## src/rtl/tim_pkg.sv

```systemverilog
`timescale 1ns/1ps
package tim_pkg;
  typedef enum logic [5:0] {
    ST_WSTART    = 6'h00,
    ST_WSTART_SK = 6'h04,
    ST_IDLE      = 6'h06,
    ST_CLR       = 6'h07,
    ST_WSTOP     = 6'h08,
    ST_WSTOP_SK  = 6'h0C,
    ST_RESULT    = 6'h0E,
    ST_POR       = 6'h0F,
    ST_CLR_WAIT  = 6'h16,
    ST_ARM       = 6'h1E,
    ST_FORCE     = 6'h2E
  } tim_state_e;

  typedef enum logic [1:0] {
    CMD_CLEAR     = 2'd0,
    CMD_RUN_EDGE  = 2'd1,
    CMD_RUN_LEVEL = 2'd2,
    CMD_ABORT     = 2'd3
  } tim_cmd_e;
endpackage

```

## src/rtl/tim_event_pick.sv

```systemverilog
`timescale 1ns/1ps
module tim_event_pick #(
  parameter int SEL_W = 6,
  parameter int N_BUS = 62
) (
  input  logic [N_BUS-1:0] bus,
  input  logic             pre_evt,
  input  logic [SEL_W-1:0] sel,
  input  logic             pol,
  output logic             active
);
  localparam int FULL_N = 2**SEL_W;
  logic [FULL_N-1:0] full;

  always_comb begin
    full = '0;
    full[N_BUS-1:0] = bus;
    full[N_BUS] = pre_evt;
  end

  assign active = full[sel] ^ pol;
endmodule

```

## src/rtl/tim_skip_ctr.sv

```systemverilog
`timescale 1ns/1ps
module tim_skip_ctr #(
  parameter int W = 16
) (
  input  logic         clk,
  input  logic         rst_n,
  input  logic         load,
  input  logic [W-1:0] load_val,
  input  logic         wr,
  input  logic [W-1:0] wr_val,
  input  logic         dec,
  output logic [W-1:0] remaining,
  output logic         zero
);
  logic [W-1:0] rem_q;

  always_ff @(posedge clk or negedge rst_n) begin
    if (!rst_n)                rem_q <= '0;
    else if (load)             rem_q <= load_val;
    else if (wr && zero == 1'b0) rem_q <= wr_val;
    else if (dec && !zero)     rem_q <= rem_q - 1'b1;
  end

  assign remaining = rem_q;
  assign zero = (rem_q == '0);

  // an exhausted count ignores writes and decrements
  p_zero_hold_r10: assert property (@(posedge clk) disable iff (!rst_n)
    (zero && !load) |=> zero);
  // a stop event without a concurrent write lowers the count by one
  p_dec_step_r9: assert property (@(posedge clk) disable iff (!rst_n)
    (dec && !wr && !load && !zero) |=> (remaining == $past(remaining) - 1'b1));
endmodule

```

## src/rtl/tim_fast_ctr.sv

```systemverilog
`timescale 1ns/1ps
module tim_fast_ctr #(
  parameter int W       = 25,
  parameter int LIM_W   = 4,
  parameter int MIN_BIT = 12
) (
  input  logic             clk,
  input  logic             rst_n,
  input  logic             clr,
  input  logic             run,
  input  logic [LIM_W-1:0] limit,
  output logic [W-1:0]     count,
  output logic             sat_hit
);
  localparam int IDX_W   = $clog2(W);
  localparam int LIM_OFS = (W - 1) - (2**LIM_W - 1);
  localparam int LIM_MIN = MIN_BIT - LIM_OFS;

  logic [W-1:0]     cnt_q;
  logic [IDX_W-1:0] sat_idx;

  always_comb begin
    if (int'(limit) < LIM_MIN) sat_idx = IDX_W'(W - 1);
    else                       sat_idx = IDX_W'(limit) + IDX_W'(LIM_OFS);
  end

  always_ff @(posedge clk or negedge rst_n) begin
    if (!rst_n)   cnt_q <= '0;
    else if (clr) cnt_q <= '0;
    else if (run) cnt_q <= cnt_q + 1'b1;
  end

  assign count   = cnt_q;
  assign sat_hit = cnt_q[sat_idx];

  // the count only moves while the controller is counting
  p_idle_count_r6: assert property (@(posedge clk) disable iff (!rst_n)
    (!run && !clr) |=> $stable(count));
endmodule

```

## src/rtl/tim_fsm.sv

```systemverilog
`timescale 1ns/1ps
module tim_fsm
  import tim_pkg::*;
(
  input  logic       clk,
  input  logic       rst_n,
  input  logic       cmd_valid,
  input  logic [1:0] cmd,
  input  logic       start_act,
  input  logic       stop_edge,
  input  logic       skip_en,
  input  logic       skip_zero,
  input  logic       sat_hit,
  output tim_state_e state,
  output logic       ctr_clr,
  output logic       ctr_run,
  output logic       skip_load,
  output logic       skip_dec,
  output logic       res_cap,
  output logic       res_clr,
  output logic       done_flag,
  output logic       sat_flag,
  output logic       done_pulse
);
  tim_state_e state_q, state_d;
  logic sync_q, stop_by_sat;
  logic run_req, abort_req, clear_req, counting, abortable;
  logic done_q, sat_q, pulse_q;

  assign run_req   = cmd_valid && (cmd == CMD_RUN_EDGE || cmd == CMD_RUN_LEVEL);
  assign abort_req = cmd_valid && (cmd == CMD_ABORT);
  assign clear_req = cmd_valid && (cmd == CMD_CLEAR);
  assign counting  = (state_q == ST_WSTOP) || (state_q == ST_WSTOP_SK);
  assign abortable = (state_q == ST_ARM) || (state_q == ST_WSTART) ||
                     (state_q == ST_WSTART_SK) || counting;

  always_comb begin
    state_d     = state_q;
    stop_by_sat = 1'b0;
    if (abortable && abort_req) begin
      state_d = ST_FORCE;
    end else begin
      case (state_q)
        ST_POR:      state_d = ST_IDLE;
        ST_IDLE:     if (run_req) state_d = ST_CLR;
        ST_CLR:      state_d = ST_CLR_WAIT;
        ST_CLR_WAIT: begin
          if (sync_q)       state_d = ST_ARM;
          else if (skip_en) state_d = ST_WSTART_SK;
          else              state_d = ST_WSTART;
        end
        ST_ARM: begin
          if (!start_act) state_d = skip_en ? ST_WSTART_SK : ST_WSTART;
        end
        ST_WSTART:    if (start_act) state_d = ST_WSTOP;
        ST_WSTART_SK: if (start_act) state_d = ST_WSTOP_SK;
        ST_WSTOP: begin
          if (sat_hit) begin
            state_d = ST_RESULT;
            stop_by_sat = 1'b1;
          end else if (stop_edge) begin
            state_d = ST_RESULT;
          end
        end
        ST_WSTOP_SK: begin
          if (sat_hit) begin
            state_d = ST_RESULT;
            stop_by_sat = 1'b1;
          end else if (stop_edge && skip_zero) begin
            state_d = ST_RESULT;
          end
        end
        ST_RESULT:   state_d = ST_IDLE;
        ST_FORCE:    state_d = ST_IDLE;
        default:     state_d = ST_IDLE;
      endcase
    end
  end

  always_ff @(posedge clk or negedge rst_n) begin
    if (!rst_n) begin
      state_q <= ST_POR;
      sync_q  <= 1'b0;
      done_q  <= 1'b0;
      sat_q   <= 1'b0;
      pulse_q <= 1'b0;
    end else begin
      state_q <= state_d;
      pulse_q <= (state_q == ST_RESULT);
      if (state_q == ST_IDLE && run_req) sync_q <= (cmd == CMD_RUN_EDGE);
      if (state_q == ST_IDLE && (run_req || clear_req)) begin
        done_q <= 1'b0;
        sat_q  <= 1'b0;
      end
      if (stop_by_sat) sat_q <= 1'b1;
      if (state_q == ST_RESULT) done_q <= 1'b1;
    end
  end

  assign state      = state_q;
  assign ctr_clr    = (state_q == ST_CLR);
  assign ctr_run    = counting;
  assign skip_load  = (state_q == ST_IDLE) && run_req && skip_en;
  assign skip_dec   = (state_q == ST_WSTOP_SK) && stop_edge && !skip_zero;
  assign res_cap    = (state_q == ST_RESULT);
  assign res_clr    = (state_q == ST_IDLE) && (run_req || clear_req);
  assign done_flag  = done_q;
  assign sat_flag   = sat_q;
  assign done_pulse = pulse_q;

  p_por_exit_r1: assert property (@(posedge clk) disable iff (!rst_n)
    (state == ST_POR) |=> (state == ST_IDLE));
  p_idle_stay_r2: assert property (@(posedge clk) disable iff (!rst_n)
    (state == ST_IDLE && !(cmd_valid && (cmd == CMD_RUN_EDGE || cmd == CMD_RUN_LEVEL)))
    |=> (state == ST_IDLE));
  p_force_exit_r2: assert property (@(posedge clk) disable iff (!rst_n)
    (state == ST_FORCE) |=> (state == ST_IDLE && !done_pulse));
  p_clear_phase_r3: assert property (@(posedge clk) disable iff (!rst_n)
    (state == ST_CLR) |=> (state == ST_CLR_WAIT));
  p_sat_stop_r7: assert property (@(posedge clk) disable iff (!rst_n)
    (ctr_run && sat_hit && !(cmd_valid && cmd == CMD_ABORT))
    |=> (state == ST_RESULT && sat_flag));
  p_pulse_single_r8: assert property (@(posedge clk) disable iff (!rst_n)
    done_pulse |=> !done_pulse);
endmodule

```

## src/rtl/time_interval_meter.sv

```systemverilog
`timescale 1ns/1ps
module time_interval_meter
  import tim_pkg::*;
#(
  parameter int SEL_W   = 6,
  parameter int RES_W   = 25,
  parameter int LIM_W   = 4,
  parameter int SKIP_W  = 16,
  parameter int MIN_BIT = 12
) (
  input  logic                      clk,
  input  logic                      rst_n,
  input  logic                      cmd_valid,
  input  logic [1:0]                cmd,
  input  logic [(2**SEL_W)-3:0]     ev_bus,
  input  logic                      pre_evt,
  input  logic [SEL_W-1:0]          start_sel,
  input  logic                      start_pol,
  input  logic [SEL_W-1:0]          stop_sel,
  input  logic                      stop_pol,
  input  logic [LIM_W-1:0]          sat_limit,
  input  logic                      skip_en,
  input  logic [SKIP_W-1:0]         skip_load_val,
  input  logic                      skip_wr,
  input  logic [SKIP_W-1:0]         skip_wr_val,
  output logic [5:0]                state_code,
  output logic                      done_flag,
  output logic                      sat_flag,
  output logic                      done_pulse,
  output logic [RES_W-1:0]          result,
  output logic [SKIP_W-1:0]         skip_remaining
);
  localparam int N_BUS = 2**SEL_W - 2;

  logic start_act, stop_act, stop_prev, stop_edge;
  logic ctr_clr, ctr_run, skip_load, skip_dec, res_cap, res_clr;
  logic skip_zero, sat_hit;
  logic [RES_W-1:0] count;
  logic [RES_W-1:0] result_q;
  tim_state_e state;

  tim_event_pick #(.SEL_W(SEL_W), .N_BUS(N_BUS)) u_start_pick (
    .bus(ev_bus), .pre_evt(pre_evt), .sel(start_sel), .pol(start_pol), .active(start_act));
  tim_event_pick #(.SEL_W(SEL_W), .N_BUS(N_BUS)) u_stop_pick (
    .bus(ev_bus), .pre_evt(pre_evt), .sel(stop_sel), .pol(stop_pol), .active(stop_act));

  always_ff @(posedge clk or negedge rst_n) begin
    if (!rst_n) stop_prev <= 1'b0;
    else        stop_prev <= stop_act;
  end
  assign stop_edge = stop_act && !stop_prev;

  tim_fsm u_fsm (
    .clk(clk), .rst_n(rst_n), .cmd_valid(cmd_valid), .cmd(cmd),
    .start_act(start_act), .stop_edge(stop_edge), .skip_en(skip_en),
    .skip_zero(skip_zero), .sat_hit(sat_hit), .state(state),
    .ctr_clr(ctr_clr), .ctr_run(ctr_run), .skip_load(skip_load),
    .skip_dec(skip_dec), .res_cap(res_cap), .res_clr(res_clr),
    .done_flag(done_flag), .sat_flag(sat_flag), .done_pulse(done_pulse));

  tim_fast_ctr #(.W(RES_W), .LIM_W(LIM_W), .MIN_BIT(MIN_BIT)) u_ctr (
    .clk(clk), .rst_n(rst_n), .clr(ctr_clr), .run(ctr_run),
    .limit(sat_limit), .count(count), .sat_hit(sat_hit));

  tim_skip_ctr #(.W(SKIP_W)) u_skip (
    .clk(clk), .rst_n(rst_n), .load(skip_load), .load_val(skip_load_val),
    .wr(skip_wr), .wr_val(skip_wr_val), .dec(skip_dec),
    .remaining(skip_remaining), .zero(skip_zero));

  always_ff @(posedge clk or negedge rst_n) begin
    if (!rst_n)       result_q <= '0;
    else if (res_clr) result_q <= '0;
    else if (res_cap) result_q <= count;
  end

  assign result     = result_q;
  assign state_code = state;

  // done rises exactly together with the completion pulse
  p_done_with_pulse_r8: assert property (@(posedge clk) disable iff (!rst_n)
    $rose(done_flag) |-> done_pulse);
endmodule

```

## config.mk

```make
export PLATFORM = sky130hd
export DESIGN_NAME = time_interval_meter
export DESIGN_NICKNAME = d
export VERILOG_FILES = /design/src/rtl/tim_pkg.sv /design/src/rtl/tim_event_pick.sv /design/src/rtl/tim_skip_ctr.sv /design/src/rtl/tim_fast_ctr.sv /design/src/rtl/tim_fsm.sv /design/src/rtl/time_interval_meter.sv
export SDC_FILE = /design/constraint.sdc
export NUM_CORES = 1
export LEC_CHECK = 0
export BUFFER_PORTS_ARGS = -buffer_cell sky130_fd_sc_hd__buf_2
export CAP_MARGIN = 40
export CORE_ASPECT_RATIO = 0.8
export CORE_MARGIN = 4
export CORE_UTILIZATION = 25
export DETAILED_ROUTE_END_ITERATION = 12
export PLACE_DENSITY_LB_ADDON = 0.05
export SETUP_SLACK_MARGIN = 0.02
export SLEW_MARGIN = 5
export SYNTH_ARGS = -nofsm -noshare
export SYNTH_HDL_FRONTEND = slang
export SYNTH_SLANG_ARGS = --single-unit
```

## constraint.sdc

```tcl
create_clock -name clk -period 2.7 [get_ports clk]
set_input_delay 0.81 -clock clk [delete_from_list [all_inputs] [get_ports clk]]
set_output_delay 0.81 -clock clk [all_outputs]
set_load 0.1 [all_outputs]
```

* Yosys cells after proc, flatten, opt, wreduce, memory -nomap -nowiden
Cells that the tools add are included.
W data, S select, Z words.
** Cells by class
- Add/sub/neg operators :: 3
- $lt $le $gt $ge :: 4
- Equality and inequality tests :: 17
- Muxes and demuxes :: 32
- Bitwise logic cells :: 3
- Reductions and logical operators :: 30
** Operator list (number)
- $mux W25 :: 4
- $mux W6 :: 10
- $mux W16 :: 3
- $pmux W6 S8 :: 1
- $add A25 B1 Y25 const B :: 1
- $eq A6 B3 Y1 const B :: 3
- $eq A6 B4 Y1 const B :: 3
- $logic_not A16 Y1 :: 1
- $sub A16 B1 Y16 const B :: 1
- $lt A6 B7 Y1 const B :: 2
- $logic_and A1 B1 Y1 :: 13
- $bmux W1 S6 :: 2
- $eq A6 B5 Y1 const B :: 2
- $mux W1 :: 9
- $logic_not A6 Y1 :: 1
- $logic_or A1 B1 Y1 :: 6
- $lt A5 B6 Y1 const B :: 1
- $ne A3 B2 Y1 const B :: 2
- $reduce_and A6 Y1 :: 1
- $reduce_bool A2 Y1 :: 3
- $add A4 B4 Y5 const B :: 1
- $bmux W1 S5 :: 1
- $mux W5 :: 1
- $eq A2 B2 Y1 const B :: 2
- 13 further kinds :: 15
** Storage, ports and cells
- Bits in registers :: 77
- Bits of input ports :: 120
- Output and inout bits :: 50
- Logic and storage cells :: 98

* Depth between registers and ports, before layout
Gate-level depths: netlist of the first run.
- Depth after elaboration :: 10
- Gate-level depth with buffers :: 11
- Mapped depth without buffers :: 9

* Hierarchy
A second synthesis of the first run with hierarchy kept.
** Unflattened totals
- Cells, all modules :: 588
- Area, all modules :: 5891.9 µm²
** Modules (own cells, without submodules)
- tim_fast_ctr :: times used 1, cells an instance 163, area each 1505.2 µm², sequential area each 625.6 µm²
- tim_skip_ctr :: times used 1, cells an instance 156, area each 1341.3 µm², sequential area each 400.4 µm²
- tim_event_pick :: times used 2, cells an instance 56, area each 645.6 µm², sequential area each 0.0 µm²
- time_interval_meter :: times used 1, cells an instance 83, area each 1066.0 µm², sequential area each 650.6 µm²
- tim_fsm :: times used 1, cells an instance 74, area each 688.2 µm², sequential area each 255.2 µm²

* Least setup slack after synthesis of the first run
OpenSTA, ideal clock, no wires.
- Path kind :: input to register
- Start :: input port stop_sel[0]
- End :: register u_skip.rem_q[6] (netlist: u_skip.remaining[6])
- Arrival time :: 3.068 ns
- Path slack :: -0.494 ns
- Stages :: 10
- Cells stage by stage :: buf_6 -> mux4_1 -> mux2i_1 -> o32ai_1 -> a2111oi_2 -> or2_1 -> xor2_2 -> o211a_4 -> buf_12 -> mux2_4
** On the way
- Longest elaborated chain between the ends :: 8
** Ends and longest elaborated chain
- start: declaration :: RTL line time_interval_meter.sv:19 : input logic [SEL_W-1:0] stop_sel,
- $bmux W1 S6 :: RTL line tim_event_pick.sv:21 : assign active = full[sel] ^ pol;
- $mux W1 (not written as such) :: RTL line tim_event_pick.sv:21
- $xor A1 B1 Y1 :: RTL line tim_event_pick.sv:21
- $logic_and A1 B1 Y1 :: RTL line time_interval_meter.sv:51 : assign stop_edge = stop_act && !stop_prev;
- $logic_and A1 B1 Y1 (2 in a row) :: RTL line tim_fsm.sv:104 : assign skip_dec = (state_q == ST_WSTOP_SK) && stop_edge && !skip_zero;
- $logic_and A1 B1 Y1 :: RTL line tim_skip_ctr.sv:21 : else if (dec && !zero) rem_q <= rem_q - 1'b1;
- $reduce_bool A3 Y1 (no line)
- end signal: assignment :: RTL line tim_skip_ctr.sv:19 : else if (load) rem_q <= load_val;
- end signal: assignment :: RTL line tim_skip_ctr.sv:20 : else if (wr && zero == 1'b0) rem_q <= wr_val;
- end signal: assignment :: RTL line tim_skip_ctr.sv:21
- end: declaration :: RTL line tim_skip_ctr.sv:15 : logic [W-1:0] rem_q;
No other way between the ends. The select of a mux whose other input is x is not followed.
A chain may end at the register's enable or synchronous reset.

* Worst setup path after layout of the first run
- Start :: input port stop_sel[0]
- End :: register u_skip.rem_q[9] (netlist: u_skip.remaining[9])
The elaborated chain is that of the path after synthesis.

==> results of run 1 <==
[metrics by stage]
step | utilization, % | setup slack, ps
after detailed placement | 34.0 | -921
after global placement | 33.9 | -869
after floorplan | - | -359
after global routing | 36.6 | -204
after CTS | 36.4 | -137
final | 36.6 | -97.8
[path summary, 6_finish.rpt]
kind / slack, ps / start / endpoint / cells past startpoint
setup reg to reg: -30 / u_skip.remaining[8] / u_fsm.state[3] / 8
min in group clk: 520 / result[17] / result[17] / 2
hold reg to reg: 520 / result[17] / result[17] / 2
max in group asynchronous: 1600 / rst_n / u_fsm.state[2] / 2
setup / recovery: -100 / stop_sel[0] / u_skip.remaining[9] / 10
hold / removal: 420 / rst_n / u_skip.remaining[7] / 1
[registers in the layout, indices dropped and copies added (netlist names)]
register / flops
u_fsm.done_flag: 1
u_skip.remaining: 16
u_fsm.sat_flag: 1
u_fsm.sync_q: 1
u_fsm.state: 6
u_fsm.done_pulse: 1
stop_prev: 1
result: 25
u_ctr.count: 25
[cell families (layout without fill, tap and decap cells)]
| logic type | after synthesis | after routing |
|---|---|---|
| AO/OA/AOI/OAI | 119 | 119 |
| XOR/XNOR | 37 | 37 |
| adder cells (fa/ha/maj) | 7 | 7 |
| buffers and inverters | 53 | 295 |
| flip-flops | 77 | 77 |
| multiplexers | 67 | 67 |
| AND/OR/NAND/NOR | 269 | 269 |
[cell type report]
class	instances	area, sq um	area share, %
clock inverters	6	68.8	0.860
inverters	18	67.6	0.845
well taps	300	375	4.69
clock buffers	10	239	2.99
multi-input cells	499	3610	45.1
repair buffers	261	1700	21.2
flip-flops and latches	77	1940	24.3
[per-layer routing]
| metal | GRT usage (%) | vias to the layer above | wire length (um) |
|---|---|---|---|
| met5 | 0 | - | 7 |
| met4 | 2.79 | 2 | 153 |
| met3 | 3.59 | 10 | 1010 |
| met2 | 24.6 | 138 | 8570 |
| met1 | 22.3 | 2660 | 9830 |
| li1 | - | 2740 | - |
[where the power goes]
group / internal [uW] / switching (uW) / leakage (uW) / total, uW
combinational: 953 / 2020 / 0.00251 / 2970
sequential: 1340 / 166 / 0.00101 / 1510
clock: 748 / 522 / 0.000149 / 1270
total: 3040 / 2710 / 0.00367 / 5750
[layout by cell type (no fill, tap or decap), types with 15 or more instances in the layout]
cell type  synthesis  routed
a21oi_1           36      36
buf_2              4     165
buf_4              0      81
dfrtp_1           73      67
inv_1             16      16
mux2_4            10      18
mux2i_1           25      21
mux4_2            13      20
nand2_1          114     113
nand3_1           24      23
nor2_1            52      51
o21ai_0           41      41
xnor2_1           15      15
xor2_1            21      21
[timing repair]
item / CTS / global route
cloned: 1 / 0
pin swaps: 8 / 7
buffers inserted: 6 / 0
resized for setup: 30 / 13
setup endpoints to repair: 20 / 20
==> flow_summary_export.csv, run 1 <==
group,metric,value,unit
floorplan,die_area,0.0250,sq mm
cells_and_area,drive_above_1_share,41.2,%
sta,final_period_util,104,%
grt,gr-total-overflow,0,
yosys,synth_top_cells_by_count,"nand2_1, dfrtp_1, nor2_1, o21ai_0, a21oi_1",
yosys,mappedNetlistNets,756,
clocking,clock_path_buffers,2,
sta,timing.final.max_slew_violations,0,
floorplan,starting_density_of_the_core,25.7,%
setup_path,worstPathCellList,"buf_16 -> mux4_2 -> mux2i_2 -> o32ai_2 -> a2111oi_4 -> or2_1 -> xor2_2 -> o211a_4 -> buf_12 -> mux2_4",
yosys,ys_seq_area_share,34.3,%
cells_and_area,antenna_cells_inserted,0,
sta,holdWs,417,ps
yosys,yosys_warnings,0,
sta,slew_headroom,64.6,%
placed_design,hpwl,15400,um
placed_design,place_area,0.00743,sq mm
route,routedWlPerCell,16.7,um
yosys,synth.mux.area_fraction,18.0,%
sta,finalClockSkew,11.5,ps
sta,final-setup-viol-count,18,
sta,slew_worst_pin,524,ps
grt,track_usage,15.6,%
yosys,synth_top_area_share,32.5,%
cells_and_area,final_net_count,993,
floorplan,top_level_ports,170,
sta,finalCriticalPeriod,2800,ps
sta,hold_violations,0,
setup_path,path_type_of_the_worst_setup_path,"primary input to flop",
grt,initial_antenna_violation_count,1,
power,ir_worst_vdd,0.653,mV
setup_path,critical_path.max_fanout,8,
outcome,violated_checks,"negative setup slack",
power,power_density,719,mW/mm^2
floorplan,coreArea,0.0219,sq mm
floorplan,fp.dieH,142,um
setup_path,slowest_stage,"mux4_2",
yosys,synth.distinct_cells,69,
route,vias_post_dr,5550,
clocking,cts-htree-levels,3,
outcome,outcome,"complete, but fails checks",
grt,grt_first_pass_wirelength,31400,um
yosys,yosys.area_share.adder,1.56,%
sta,tns,-1500,ps
yosys,synthesis.area,0.00563,sq mm
setup_path,cp.buffers_inverters,2,
clocking,cts_num_sinks,77,
setup_path,critPathLaunchType,"primary input",
power,report.power.total,5750,uW
grt,grt_pass1_vias,5777,
setup_path,timing.critical_path.to_type,"flop",
yosys,yosys-top-cells-area,"dfrtp_1, nand2_1, mux4_2",
clocking,clock_transition_at_path_regs,70,ps
placed_design,dp.cells,1149,
run,maxCapViolations,0,
clocking,post_cts_hold_buffer_count,0,
sta,maxClockFrequency,357,MHz
setup_path,slowest_delay,510,ps
setup_path,arrival,3020,ps
clocking,cts_buffers,9,
placed_design,gp_routability_congestion,0.866,
clocking,clock_latency_on_the_worst_skew_pair,340,ps
yosys,synth_async_sr_flop_share,100,%
clocking,clock-root-buffer,"clkbuf_16",
route,route.detailed.vias_per_inst,4.74,
floorplan,die_width,176,um
setup_path,cp_top_family,"multiplexers",
route,drt_iter0_markers,292,
yosys,synthesis.area_per_instance,8.94,sq um
yosys,synth_largest_area_cell,"dfrtp_1",
yosys,synth_edf_count,0,
floorplan,std_cell_rows,48,
sta,setup_slack,-97.8,ps
sta,rsz_0062_raised_after_global_routing,"yes",
route,remaining_drc_errors,0,
cells_and_area,layout.cell_area.non_filler,0.00800,sq mm
worst_hold_path,hp-class,"primary input to async pin",
route,routed_wl,19600,um
yosys,netlist_instances,629,
yosys,synthMostInstantiatedCell,"nand2_1",
setup_path,worst-endpoint-required,2920,ps
cells_and_area,layout.filler_cells,2311,
power,pleak,0.00367,uW
yosys,compound_cell_area_share_of_the_yosys_netlist,13.2,%
route,count_of_antenna_violating_nets_left_after_detailed_routing,0,
yosys,synth_seq_cells,77,
yosys,post_synth_xor_area_fraction,5.89,%
clocking,tritoncts,"done",
yosys,post_synth_and_or_nand_nor_area_fraction,22.6,%
cells_and_area,syn2layout_area_growth,42.2,%
placed_design,number_of_buffers_inserted_by_port_buffering,169,
cells_and_area,post_layout_nonfiller_instances,1171,
yosys,synth_ff_type,"dfrtp_1",
route,dr.pass1.iters,4,
grt,grt_start_max_net_pins,34,
yosys,synth_top_family_by_area,"simple AND/OR/NAND/NOR gates",
Note: power is estimated with default switching activity, not from simulation.
==> run 2: changes to the inputs <==
- CELL_PAD_IN_SITES_DETAIL_PLACEMENT: unset -> 0
- CELL_PAD_IN_SITES_GLOBAL_PLACEMENT: unset -> 1
- SLEW_MARGIN: 5 -> 20
==> run 2 against run 1 <==
The flow still finishes with violations (negative setup slack). Die area is the same. Register-to-register slack is essentially flat. Cell count grew 0.17%. Critical path depth is the same. Clock skew shrank 3.3 ps. Combinational power grew 2%. Via count is essentially flat. Non-clock buffer count is the same. Wire length grew 1.9%. Critical path type unchanged. Critical endpoint is now u_skip.remaining[10]. Largest power group unchanged.
==> flow_summary_export.csv, run 2 (same netlist as run 1, synthesis figures left out) <==
group,metric,value,unit
outcome,outcome,"complete, but fails checks",
outcome,violated_checks,"negative setup slack",
sta,final-setup-viol-count,17,
sta,timing.final.max_slew_violations,0,
cells_and_area,drive_above_1_share,41.8,%
clocking,cts-htree-levels,3,
setup_path,critPathLaunchType,"primary input",
sta,finalClockSkew,8.29,ps
setup_path,worst-endpoint-required,2930,ps
power,pwr-share-comb,52.6,%
grt,initial_antenna_violation_count,4,
grt,grt_first_pass_wirelength,32200,um
setup_path,arrival,3100,ps
floorplan,std_cell_rows,48,
power,power_density,718,mW/mm^2
floorplan,die_width,176,um
clocking,tritoncts,"done",
power,power.share.switching,47.5,%
floorplan,coreArea,0.0219,sq mm
setup_path,slowest_stage,"mux4_2",
route,dr.pass1.iters,5,
floorplan,top_level_ports,170,
power,power.internal,3030,uW
floorplan,die_area,0.0250,sq mm
clocking,cts_buffers,9,
placed_design,hpwl,15900,um
run,maxCapViolations,0,
sta,hold_violations,0,
clocking,clock_path_buffers,2,
placed_design,gp_routability_congestion,0.864,
route,drt_iter0_markers,285,
sta,rsz_0062_raised_after_global_routing,"yes",
sta,slew_worst_pin,678,ps
power,relative_contribution_of_the_clock_network_to_total_power,21.4,%
setup_path,timing.critical_path.to_type,"flop",
sta,final_period_util,106,%
clocking,cts_num_sinks,77,
route,remaining_drc_errors,0,
clocking,clock_transition_at_path_regs,60,ps
route,route.detailed.vias_per_inst,4.73,
clocking,clock_latency_on_the_worst_skew_pair,340,ps
sta,maxClockFrequency,348,MHz
floorplan,starting_density_of_the_core,25.7,%
power,report.power.total,5770,uW
setup_path,worstPathCellList,"buf_12 -> mux4_2 -> mux2i_2 -> o32ai_2 -> a2111oi_4 -> or2_1 -> xor2_2 -> o211a_4 -> buf_12 -> mux2_4",
power,pleak,0.00366,uW
setup_path,critical_path.max_fanout,9,
clocking,clock-root-buffer,"clkbuf_16",
power,ir_worst_vdd,0.701,mV
route,routedWlPerCell,17.0,um
sta,setup_slack,-171,ps
grt,gr-total-overflow,0,
setup_path,slowest_delay,500,ps
worst_hold_path,hp-class,"primary input to async pin",
route,count_of_antenna_violating_nets_left_after_detailed_routing,0,
sta,slew_headroom,54.8,%
cells_and_area,mostFrequentLayoutCells,"buf_2, nand2_1, buf_4",
cells_and_area,layout.filler_cells,2340,
grt,track_usage,16.1,%
placed_design,number_of_buffers_inserted_by_port_buffering,169,
grt,grt_start_max_net_pins,38,
clocking,post_cts_hold_buffer_count,0,
cells_and_area,layout_commonest_cell,"buf_2",
power,share_seq_of_total_power,26.0,%
setup_path,path_type_of_the_worst_setup_path,"primary input to flop",
placed_design,place_area,0.00744,sq mm
floorplan,fp.dieH,142,um
setup_path,crit_path_frequent_cell,"buf_12",
route,vias_post_dr,5549,
cells_and_area,syn2layout_area_growth,42.9,%
cells_and_area,layout.cell_area.non_filler,0.00804,sq mm
sta,finalCriticalPeriod,2870,ps
power,switchingPower,2740,uW
grt,grt_pass1_vias,5844,
route,routed_wl,19900,um
cells_and_area,final_net_count,993,
-- run 2: cell types whose count changed in the layout (fill, tap and decap cells not counted), moves of 2 or more --
cell / before / now
buf_4: 81 / 85
mux2i_1: 21 / 18
and3_1: 8 / 6
and3_4: 0 / 2
buf_8: 3 / 1
diode_2: 0 / 2
mux2i_4: 0 / 2
-- run 2: per-layer routing --
layer / share of wire (%) / up-vias / GRT usage [%] / wire, um
li1: - / 2740 / - / -
met1: 48 / 2660 / 22.2 / 9480
met2: 46 / 119 / 25.5 / 9120
met3: 4.8 / 26 / 3.96 / 956
met4: 1.8 / 4 / 3.98 / 367
met5: 0.14 / - / 0 / 27
-- run 2: final timing paths --
kind                                     start                    to  slack, ps  depth (start not counted)
max                                stop_sel[0]  u_skip.remaining[10]       -170                         10
min                                      rst_n   u_skip.remaining[7]        410                          1
max reg2reg                u_skip.remaining[8]        u_fsm.state[1]        -20                          9
min reg2reg                     u_fsm.state[2]        u_fsm.state[2]        500                          2
max in group asynchronous                rst_n        u_fsm.state[3]       1640                          2
min in group clk                u_fsm.state[2]        u_fsm.state[2]        500                          2
-- run 2: cell type report --
cell class,count,area [sq um],share of cell area (%)
Multi-Input combinational cell,499,3680,45.8
Sequential cell,77,1940,24.2
Timing Repair Buffer,261,1670,20.7
Tap cell,300,375,4.67
Clock buffer,9,225,2.80
Clock inverter,7,73.8,0.918
Inverter,18,67.6,0.841
Antenna cell,2,5.00,0.0623
-- run 2: power groups by stage --
stage          logic, uW  registers, uW  clock network, uW
2_1_floorplan        963           2620                  0
3_3_place_gp        2890           1510                  0
3_5_place_dp        2920           1520                  0
4_1_cts             3020           1500               1290
5_1_grt             3240           1520               1340
6_report            3040           1500               1230
-- run 2: metrics by stage --
step                TNS, ps  utilization, %  setup WS (ps)  cells  hold WS, ps
global route          -4500            36.8           -275   1173          447
global placement     -15110            34.0           -797   1151          507
detailed placement   -16580            34.0           -875   1151          508
finish                -2520            36.8           -171   1173          414
floorplan             -5210               -           -359    629          472
CTS                   -2550            36.3           -170   1170          429
-- run 2: repair_timing --
action / in CTS / in global routing
gates cloned: 1 / 0
pin swaps: 9 / 7
setup buffers: 3 / 0
resized for setup: 34 / 15
endpoints found under the setup margin: 21 / 20
-- run 2: worst max-delay path, delay by kind of cell --
kind / cells / cell delay [ps]
multiplexers: 3 / 1010
AO/OA/AOI/OAI: 3 / 590
buffers and inverters: 2 / 250
XOR/XNOR: 1 / 220
AND/OR/NAND/NOR: 1 / 200
==> run 3: changes to the inputs <==
- MAX_ROUTING_LAYER: unset -> met4
==> run 3 against run 2 <==
The run still ends with negative setup slack left. Critical path type unchanged. Sequential share of layout area about the same. Final area hardly changed. Sequential cell count stayed put. Clock power hardly changed. Die area unchanged. Wire length rose by 0.36%. Worst hold slack about the same. Sequential power about the same. Core utilization about the same.
==> flow_summary_export.csv, run 3 (same netlist as run 1, synthesis figures left out) <==
group,metric,value,unit
route,drt_iter0_markers,288,
setup_path,rr_startpoint,"u_skip.remaining[8]",
route,dr.pass1.iters,4,
route,post_route_met1_wirelength,9510,um
setup_path,timing.critical_path.to_type,"flop",
clocking,clock-root-buffer,"clkbuf_16",
cells_and_area,drive_above_1_share,41.8,%
route,routedWlPerCell,17.0,um
sta,slew_worst_pin,678,ps
grt,grt_pass1_vias,5831,
sta,finalCriticalPeriod,2870,ps
clocking,cts-htree-levels,3,
placed_design,hpwl,15900,um
route,met2WireLength,9160,um
route,route.detailed.vias_per_inst,4.73,
floorplan,die_width,176,um
route,routed_wl,20000,um
sta,final_period_util,106,%
setup_path,path_type_of_the_worst_setup_path,"primary input to flop",
route,maxUsedRoutingLayer,"met4",
route,vias_post_dr,5559,
outcome,violated_checks,"negative setup slack",
grt,gr-total-overflow,0,
floorplan,std_cell_rows,48,
cells_and_area,finalCoreUtilization,36.8,%
setup_path,regToRegEndpoint,"u_fsm.state[1]",
cells_and_area,post_layout_nonfiller_instances,1175,
setup_path,cp-startpoint,"stop_sel[0]",
sta,finalClockSkew,9.30,ps
sta,timing.final.max_slew_violations,0,
clocking,clock_path_buffers,2,
setup_path,critPathLaunchType,"primary input",
cells_and_area,mostFrequentLayoutCells,"buf_2, nand2_1, buf_4",
cells_and_area,syn2layout_area_growth,43.0,%
setup_path,worstPathCellList,"buf_12 -> mux4_2 -> mux2i_2 -> o32ai_2 -> a2111oi_4 -> or2_1 -> xor2_2 -> o211a_4 -> buf_12 -> mux2_4",
run,maxCapViolations,0,
grt,initial_antenna_violation_count,4,
setup_path,slowest_delay,500,ps
setup_path,reg2reg_slack,-20,ps
clocking,cts_buffers,9,
setup_path,rr_worst_depth,9,
power,ir_worst_vdd,0.701,mV
route,count_of_antenna_violating_nets_left_after_detailed_routing,0,
placed_design,place_area,0.00744,sq mm
floorplan,die_area,0.0250,sq mm
placed_design,gp_routability_congestion,0.878,
sta,hold_violations,0,
grt,grt_start_max_net_pins,38,
setup_path,slowest_stage,"mux4_2",
power,pleak,0.00366,uW
worst_hold_path,hp-class,"primary input to async pin",
floorplan,top_level_ports,170,
placed_design,number_of_buffers_inserted_by_port_buffering,169,
grt,grt_first_pass_wirelength,32200,um
outcome,outcome,"complete, but fails checks",
sta,final-setup-viol-count,17,
clocking,clock_transition_at_path_regs,60,ps
setup_path,worst-endpoint-required,2930,ps
route,detailroute.wirelength.met3,969,um
clocking,post_cts_hold_buffer_count,0,
route,remaining_drc_errors,0,
sta,setup_slack,-168,ps
power,power_density,718,mW/mm^2
setup_path,critical_path.max_fanout,9,
sta,rsz_0062_raised_after_global_routing,"yes",
floorplan,starting_density_of_the_core,25.7,%
placed_design,placement.setup.worst_slack,-875,ps
cells_and_area,final_net_count,993,
floorplan,fp.dieH,142,um
sta,slew_headroom,54.8,%
sta,maxClockFrequency,349,MHz
setup_path,arrival,3100,ps
setup_path,crit_path_frequent_cell,"buf_12",
grt,track_usage,16.6,%
clocking,cts_num_sinks,77,
cells_and_area,layout_commonest_cell,"buf_2",
clocking,tritoncts,"done",
placed_design,dp.cells,1151,
floorplan,coreArea,0.0219,sq mm
cells_and_area,layout.cell_area.non_filler,0.00804,sq mm
clocking,clock_latency_on_the_worst_skew_pair,350,ps
==> run 3: changes by cell type in the layout (fill, tap and decap cells not counted) <==
cell     previous run  this run
diode_2             2         4
==> run 3: worst max-delay path by stage <==
stage,endpoint,slack (ps),depth (start not counted)
floorplan,u_skip.remaining[10],-360,9
global placement,u_skip.remaining[10],-800,10
detailed placement,u_skip.remaining[9],-880,10
CTS,u_skip.remaining[11],-170,10
global route,u_skip.remaining[9],-280,11
finish,u_skip.remaining[10],-170,10
==> run 3: report_power, final <==
part	internal (uW)	switching, uW
logic	970	2070
registers	1340	160
clock network	719	516
==> run 3: critical path: cells and delay by family <==
family / cells / cell delay, ps
AO/OA/AOI/OAI: 3 / 590
buffers and inverters: 2 / 250
XOR/XNOR: 1 / 220
AND/OR/NAND/NOR: 1 / 200
multiplexers: 3 / 1010
==> run 3: area by class of cell <==
type	count	area [sq um]
multi-input cells	499	3680
clock buffers	9	225
diodes	4	10.0
inverters	18	67.6
flip-flops and latches	77	1940
well taps	300	375
clock inverters	7	73.8
repair buffers	261	1670
fillers	2340	13800
==> run 3: timing repair <==
action,4_1_cts,5_1_grt
buffers inserted,3,0
endpoints found under the setup margin,21,20
hold endpoints to repair,0,0
resized for setup,34,15
pin swaps,9,7
cloned,1,0
==> run 3: per-stage QoR <==
step	hold WS [ps]	total power (uW)	TNS [ps]
2_1_floorplan	472	3580	-5210
3_3_place_gp	507	4410	-15110
3_5_place_dp	508	4440	-16580
4_1_cts	429	5810	-2550
5_1_grt	452	6100	-4510
6_report	414	5780	-2510
==> run 3: metal layers <==
metal | track usage [%] | vias up
li1 | - | 2743
met1 | 22.5 | 2663
met2 | 25.4 | 129
met3 | 3.80 | 24
met4 | 3.98 | 0
met5 | - | -
